**config.mk**
```make
export PLATFORM = sky130hd
export DESIGN_NAME = nand_bus_seq
export DESIGN_NICKNAME = d
export VERILOG_FILES = /design/src/rtl/nbs_pkg.sv /design/src/rtl/nbs_strobe_timer.sv /design/src/rtl/nbs_rb_wait.sv /design/src/rtl/nand_bus_seq.sv
export SDC_FILE = /design/constraint.sdc
export NUM_CORES = 1
export LEC_CHECK = 0
export BUFFER_PORTS_ARGS = -buffer_cell sky130_fd_sc_hd__buf_2
export CAP_MARGIN = 40
export CORE_MARGIN = 2
export CORE_UTILIZATION = 55
export CTS_BUF_LIST = sky130_fd_sc_hd__clkbuf_16
export DETAILED_ROUTE_END_ITERATION = 10
export HOLD_SLACK_MARGIN = 0.08
export PLACE_DENSITY = 0.88
export RECOVER_POWER = 100
export SETUP_SLACK_MARGIN = 0.3
export SYNTH_ARGS = -nofsm -noshare
export SYNTH_HDL_FRONTEND = slang
export SYNTH_SLANG_ARGS = --single-unit
```
**constraint.sdc**
```tcl
create_clock -name clk -period 2.85 [get_ports clk]
set_input_delay 0.285 -clock clk [delete_from_list [all_inputs] [get_ports clk]]
set_output_delay 0.285 -clock clk [all_outputs]
set_load 0.01 [all_outputs]
```
**src/rtl/nbs_pkg.sv**
```systemverilog
package nbs_pkg;
  parameter int COL_W = 10;
  parameter int ROW_W = 16;

  typedef enum logic [2:0] {
    OP_READ  = 3'd0,
    OP_PROG  = 3'd1,
    OP_ERASE = 3'd2,
    OP_STAT  = 3'd3,
    OP_ID    = 3'd4,
    OP_RESET = 3'd5
  } op_e;

  typedef enum logic [3:0] {
    S_IDLE, S_CMD1, S_ADDR, S_WDATA, S_CMD2, S_WAIT,
    S_STCMD, S_STRD, S_RDATA, S_DONE
  } st_e;

  localparam logic [7:0] K_RD_LO  = 8'h00;
  localparam logic [7:0] K_RD_HI  = 8'h01;
  localparam logic [7:0] K_RD_SP  = 8'h50;
  localparam logic [7:0] K_PG_SET = 8'h80;
  localparam logic [7:0] K_PG_GO  = 8'h10;
  localparam logic [7:0] K_ER_SET = 8'h60;
  localparam logic [7:0] K_ER_GO  = 8'hD0;
  localparam logic [7:0] K_STATUS = 8'h70;
  localparam logic [7:0] K_IDENT  = 8'h90;
  localparam logic [7:0] K_RESET  = 8'hFF;

  function automatic logic op_legal(input logic [2:0] code);
    return code <= 3'd5;
  endfunction

  // read command from the column: spare area first, then upper half
  function automatic logic [7:0] read_cmd(input logic [COL_W-1:0] col);
    if (col[COL_W-1])      return K_RD_SP;
    else if (col[COL_W-2]) return K_RD_HI;
    return K_RD_LO;
  endfunction

  function automatic logic [7:0] first_cmd(input op_e op, input logic [COL_W-1:0] col);
    case (op)
      OP_READ:  return read_cmd(col);
      OP_PROG:  return K_PG_SET;
      OP_ERASE: return K_ER_SET;
      OP_ID:    return K_IDENT;
      OP_RESET: return K_RESET;
      default:  return K_STATUS;
    endcase
  endfunction

  function automatic logic [1:0] addr_cycles(input op_e op);
    case (op)
      OP_READ, OP_PROG: return 2'd3;
      OP_ERASE:         return 2'd2;
      OP_ID:            return 2'd1;
      default:          return 2'd0;
    endcase
  endfunction

  function automatic logic [7:0] addr_byte(input op_e op, input logic [1:0] i,
                                           input logic [COL_W-1:0] col,
                                           input logic [ROW_W-1:0] row);
    if (op == OP_ID) return 8'h00;
    if (op == OP_ERASE) return (i == 2'd0) ? row[7:0] : row[8 +: 8];
    case (i)
      2'd0:    return col[7:0];
      2'd1:    return row[7:0];
      default: return row[8 +: 8];
    endcase
  endfunction
endpackage

```
**src/rtl/nbs_strobe_timer.sv**
```systemverilog
module nbs_strobe_timer #(
  parameter int T_LO = 1,
  parameter int T_HI = 1
) (
  input  logic clk,
  input  logic rst_n,
  input  logic run,
  output logic strobe,
  output logic samp,
  output logic fin
);
  localparam int TOT = T_LO + T_HI;
  localparam int CW  = $clog2(TOT + 1);

  logic [CW-1:0] cnt;

  assign fin    = run && (cnt == CW'(TOT - 1));
  assign strobe = run && (cnt < CW'(T_LO));
  assign samp   = run && (cnt == CW'(T_LO - 1));

  always_ff @(posedge clk or negedge rst_n) begin
    if (!rst_n)          cnt <= '0;
    else if (!run || fin) cnt <= '0;
    else                 cnt <= cnt + CW'(1);
  end
endmodule

```
**src/rtl/nbs_rb_wait.sv**
```systemverilog
module nbs_rb_wait #(
  parameter int T_WB = 2
) (
  input  logic clk,
  input  logic rst_n,
  input  logic arm,
  input  logic rb_n,
  output logic ready
);
  localparam int W = $clog2(T_WB + 2);

  logic [W-1:0] cnt;

  assign ready = arm && (cnt == W'(T_WB)) && rb_n;

  always_ff @(posedge clk or negedge rst_n) begin
    if (!rst_n)                cnt <= '0;
    else if (!arm)             cnt <= '0;
    else if (cnt < W'(T_WB))   cnt <= cnt + W'(1);
  end
endmodule

```
**src/rtl/nand_bus_seq.sv**
```systemverilog
module nand_bus_seq
  import nbs_pkg::*;
#(
  parameter int T_LO  = 1,
  parameter int T_HI  = 1,
  parameter int T_WB  = 2,
  parameter int LEN_W = 10
) (
  input  logic             clk,
  input  logic             rst_n,
  input  logic             req_valid,
  input  logic [2:0]       req_op,
  input  logic [COL_W-1:0] req_col,
  input  logic [ROW_W-1:0] req_row,
  input  logic [LEN_W-1:0] req_len,
  input  logic [7:0]       wr_data,
  output logic             wr_ready,
  output logic [7:0]       rd_data,
  output logic             rd_valid,
  output logic             done,
  output logic             done_err,
  output logic             ce_n,
  output logic             we_n,
  output logic             re_n,
  output logic             cle,
  output logic             ale,
  output logic [7:0]       io_out,
  output logic             io_oe,
  input  logic [7:0]       io_in,
  input  logic             rb_n
);
  st_e              state;
  op_e              op_q;
  logic [COL_W-1:0] col_q;
  logic [ROW_W-1:0] row_q;
  logic [LEN_W-1:0] len_q, idx;
  logic             err_q;
  logic [7:0]       rd_data_q;
  logic             rd_valid_q;

  // named internal events
  logic idle_w, accept_w, run_w, strobe_w, samp_w, fin_w, ready_w;
  logic rd_phase_w, last_addr_w, last_data_w;

  assign idle_w      = (state == S_IDLE);
  assign accept_w    = idle_w && req_valid && op_legal(req_op);
  assign rd_phase_w  = (state == S_RDATA) || (state == S_STRD);
  assign io_oe       = (state == S_CMD1) || (state == S_ADDR) || (state == S_WDATA) ||
                       (state == S_CMD2) || (state == S_STCMD);
  assign run_w       = io_oe || rd_phase_w;
  assign last_addr_w = (idx == LEN_W'(addr_cycles(op_q)) - LEN_W'(1));
  assign last_data_w = (idx == len_q - LEN_W'(1));

  nbs_strobe_timer #(.T_LO(T_LO), .T_HI(T_HI)) u_timer (
    .clk(clk), .rst_n(rst_n), .run(run_w),
    .strobe(strobe_w), .samp(samp_w), .fin(fin_w)
  );

  nbs_rb_wait #(.T_WB(T_WB)) u_rbw (
    .clk(clk), .rst_n(rst_n), .arm(state == S_WAIT), .rb_n(rb_n), .ready(ready_w)
  );

  assign ce_n     = idle_w || (state == S_DONE);
  assign we_n     = !(strobe_w && io_oe);
  assign re_n     = !(strobe_w && rd_phase_w);
  assign cle      = (state == S_CMD1) || (state == S_CMD2) || (state == S_STCMD);
  assign ale      = (state == S_ADDR);
  assign wr_ready = (state == S_WDATA) && fin_w;
  assign done     = (state == S_DONE);
  assign done_err = done && err_q;
  assign rd_data  = rd_data_q;
  assign rd_valid = rd_valid_q;

  always_comb begin
    case (state)
      S_CMD1:  io_out = first_cmd(op_q, col_q);
      S_ADDR:  io_out = addr_byte(op_q, idx[1:0], col_q, row_q);
      S_WDATA: io_out = wr_data;
      S_CMD2:  io_out = (op_q == OP_PROG) ? K_PG_GO : K_ER_GO;
      S_STCMD: io_out = K_STATUS;
      default: io_out = 8'h00;
    endcase
  end

  always_ff @(posedge clk or negedge rst_n) begin
    if (!rst_n) begin
      state      <= S_IDLE;
      op_q       <= OP_READ;
      col_q      <= '0;
      row_q      <= '0;
      len_q      <= '0;
      idx        <= '0;
      err_q      <= 1'b0;
      rd_data_q  <= 8'h00;
      rd_valid_q <= 1'b0;
    end else begin
      rd_valid_q <= 1'b0;
      if (samp_w && rd_phase_w) begin
        rd_data_q  <= io_in;
        rd_valid_q <= 1'b1;
        if (state == S_STRD) err_q <= io_in[0];
      end
      case (state)
        S_IDLE: if (accept_w) begin
          op_q  <= op_e'(req_op);
          col_q <= req_col;
          row_q <= req_row;
          len_q <= req_len;
          idx   <= '0;
          err_q <= 1'b0;
          state <= (op_e'(req_op) == OP_STAT) ? S_STCMD : S_CMD1;
        end
        S_CMD1: if (fin_w) begin
          idx   <= '0;
          state <= (addr_cycles(op_q) == 2'd0) ? S_WAIT : S_ADDR;
        end
        S_ADDR: if (fin_w) begin
          if (last_addr_w) begin
            idx <= '0;
            case (op_q)
              OP_READ:  state <= S_WAIT;
              OP_PROG:  state <= (len_q == '0) ? S_CMD2 : S_WDATA;
              OP_ERASE: state <= S_CMD2;
              default:  state <= (len_q == '0) ? S_DONE : S_RDATA;
            endcase
          end else idx <= idx + LEN_W'(1);
        end
        S_WDATA: if (fin_w) begin
          if (last_data_w) begin
            idx   <= '0;
            state <= S_CMD2;
          end else idx <= idx + LEN_W'(1);
        end
        S_CMD2: if (fin_w) state <= S_WAIT;
        S_WAIT: if (ready_w) begin
          case (op_q)
            OP_READ:  state <= (len_q == '0) ? S_DONE : S_RDATA;
            OP_RESET: state <= S_DONE;
            default:  state <= S_STCMD;
          endcase
        end
        S_STCMD: if (fin_w) state <= S_STRD;
        S_STRD:  if (fin_w) state <= S_DONE;
        S_RDATA: if (fin_w) begin
          if (last_data_w) begin
            idx   <= '0;
            state <= S_DONE;
          end else idx <= idx + LEN_W'(1);
        end
        S_DONE:  state <= S_IDLE;
        default: state <= S_IDLE;
      endcase
    end
  end
endmodule

```
==> results.cfg <==
[synthesis]
synthTopCellsByArea = dfrtp_1 (41%), nand2_1 (15%), a21oi_1 (3.4%)
yosys_warnings = 0
synth_edf_count = 0
synthCells = 520
synth.top_cells.by_count = nand2_1 (170), dfrtp_1 (67), nor2_1 (34)
async_flop_share_pct = 100
synth_top_family_by_area = simple AND/OR/NAND/NOR gates
synth_top_cell_area_share_pct = 40.7
synthMuxAreaShare_pct = 3.71
synth_xor_area_share_pct = 3.61
ys_ff_latch = 67
avgSynthCellArea_sq_um = 7.92
synth_compound_area_share_pct = 14.6
synthAdderAreaFrac_pct = 2.43
synth_fp_nets = 587
synth-main-ff-cell = dfrtp_1
yosys.area_share.simple_pct = 30.5
yosysUniqueCellTypes = 55
synth_most_common_cell = nand2_1
synth_area_leader_cell = dfrtp_1
syn_area_sq_um = 4120
ys_seq_area_share_pct = 40.7

[critical_path]
cp-end-kind = output port
worstPathArrival_ps = 2330
critPathKind = reg -> out
cp_max_fo = 8
required_ps = 2570
startpoint_type = flip-flop

[grt]
antenna_found_initial = 0
grt_pass1_vias = 4129
grt_pass1_wl_microns = 19300
grt.overflow.total = 0
track_usage_pct = 28.8
grt_max_degree = 42

[pwr]
peakVddDrop_uv = 664
power_leakage_uw = 0.00251
p_per_area_nw_per_um2 = 1160

[place]
gp_congestion = 0.978
dp_hpwl_microns = 8150
dp_slack_ps = 131
port_buffers = 84

[route]
ant_nets = 0
drtIter0Drc = 498
drtPass1Iterations = 5
vias_per_cell = 5.77
drc = 0
wl_met3_microns = 1100
highest_layer = met4
wl_met2_microns = 5460
wl_microns = 11500
routedWlPerCell_microns = 16.0
routed-via-count = 4151
wl_met1_microns = 4720

[final_layout]
drive_above_1_share_pct = 20.3
fill_cells = 600
diodes = 0
syn_to_final_growth_pct = 22.4
fin_nets = 684

[sta]
hold_violations = 0
timing.hold.ws_ps = 138
worst_slack_ps = 231
relSlewSlack_pct = 17.5
maxSlewViolCount = 0
rsz0062_at_grt = true
tns_ps = 0
clock_skew_ps = 4.23
finalCritPeriodShare_pct = 91.9
clock.fmax_mhz = 382
period_minus_slack_ps = 2620
final-setup-viol-count = 0
worst_pin_slew_ps = 1240

[clock_network]
clk_pin_slew_ps = 60
clock_latency_ps = 330
ctsLongestPathBuffers = 2
htree_levels = 3
clkSinkCount = 67
cts_buffers = 9
cts_tree = built
clockRootBuffer = clkbuf_16

[floorplanning]
dieArea_sq_um = 8200
die_h_microns = 90.5
die_w_microns = 90.5
coreArea_sq_um = 7250
initial_core_util_pct = 56.8
io_pins = 85
num_rows = 31

[outcome]
outcome = complete, no violations

[run]
maxCapViolations = 0

[min_path]
hp-class = in -> reg
-- stage by stage --
stage	power (uW)	instance area (sq um)	std cells	utilization, %
floorplan	3700	4120	520	-
global placement	4400	4670	692	64.4
detailed placement	4540	4690	693	64.7
CTS	5850	5070	714	69.9
global route	6260	5040	720	69.5
finish	5840	5040	720	69.5
-- cell usage in the layout (no fill, tap or decap), types with 4 or more instances in the layout --
| cell | instances |
|---|---|
| mux2_2 | 8 |
| o21ai_1 | 8 |
| nor3_1 | 10 |
| inv_1 | 16 |
| o22ai_1 | 4 |
| nand2_1 | 169 |
| a22o_1 | 7 |
| mux2i_1 | 4 |
| clkbuf_1 | 25 |
| o21ai_0 | 15 |
| nor2_1 | 33 |
| dfrtp_1 | 63 |
| nand3_1 | 12 |
| and3_1 | 5 |
| o221ai_1 | 9 |
| xnor2_1 | 9 |
| ha_1 | 8 |
| dfrtp_2 | 4 |
| buf_4 | 21 |
| a21oi_1 | 27 |
| clkbuf_16 | 9 |
| nor2b_1 | 8 |
| nand2b_1 | 6 |
| and2_1 | 8 |
| buf_2 | 64 |
| xor2_1 | 8 |
-- state kept, by name (all words and copies together), names as in the netlist --
signal and flops:
idx 10, rd_data 8, rd_valid 1, u_timer.cnt 2, row_q 16, op_q 3, state 4, len_q 10
col_q 10, u_rbw.cnt 2, err_q 1
-- routing by layer --
metal	vias up	global-route usage, %
met5	-	0
met4	0	9.87
met3	31	6.84
met2	225	46.7
met1	1948	38.0
li1	1947	-
-- critical path, cell delays in order (launching register included) --
cell	delay, ps
dfrtp_1	400
buf_4	170
nor3_1	320
nor2b_1	150
buf_4	200
a21oi_1	130
o22ai_1	100
a21oi_1	200
o2111ai_1	170
buf_2	170
-- repair_timing --
action	in CTS	in global routing
resized for setup	7	11
pin swaps	2	1
buffers inserted	5	6
hold buffers	1	0
hold endpoints to repair	50	0
gates cloned	0	0
endpoints found under the setup margin	11	19
-- final timing paths --
path	startpoint	endpoint	slack, ps	cells past startpoint
min in group asynchronous	rst_n	len_q[5]$_DFFE_PN0P_	520	3
hold / removal	req_len[3]	len_q[3]$_DFFE_PN0P_	140	3
hold reg to reg	col_q[5]$_DFFE_PN0P_	col_q[5]$_DFFE_PN0P_	470	2
setup reg to reg	state[2]$_DFFE_PN0P_	len_q[0]$_DFFE_PN0P_	330	4
setup / recovery	op_q[0]$_DFFE_PN0P_	io_out[6]	230	9
max in group asynchronous	rst_n	idx[1]$_DFFE_PN0P_	1110	4
-- final cells by class --
cell class                 count  area, sq um  share of cell area, %
sequential                    67         1680                   33.3
timing repair buffer         114          618                   12.3
multi-input combinational    407         2250                   44.5
tap                           99          124                   2.46
inverter                      18         67.6                   1.34
clock buffer                   9          225                   4.47
clock inverter                 6         81.3                   1.61
-- power by group --
part / internal, uW / leakage (uW) / switching (uW)
logic: 1220 / 0.00151 / 1690
registers: 1340 / 0.000850 / 421
clock network: 754 / 0.000149 / 416
-- cells by family (layout without fill, tap and decap cells) --
family,Yosys count,count (layout)
and+or+nand+nor,276,276
AOI/OAI and AO/OA,92,92
DFF,67,67
buffers and inverters,46,147
xor gates and xnor gates,17,17
muxes,14,14
adders and majority gates,8,8
(Power assumes the default switching activity.)
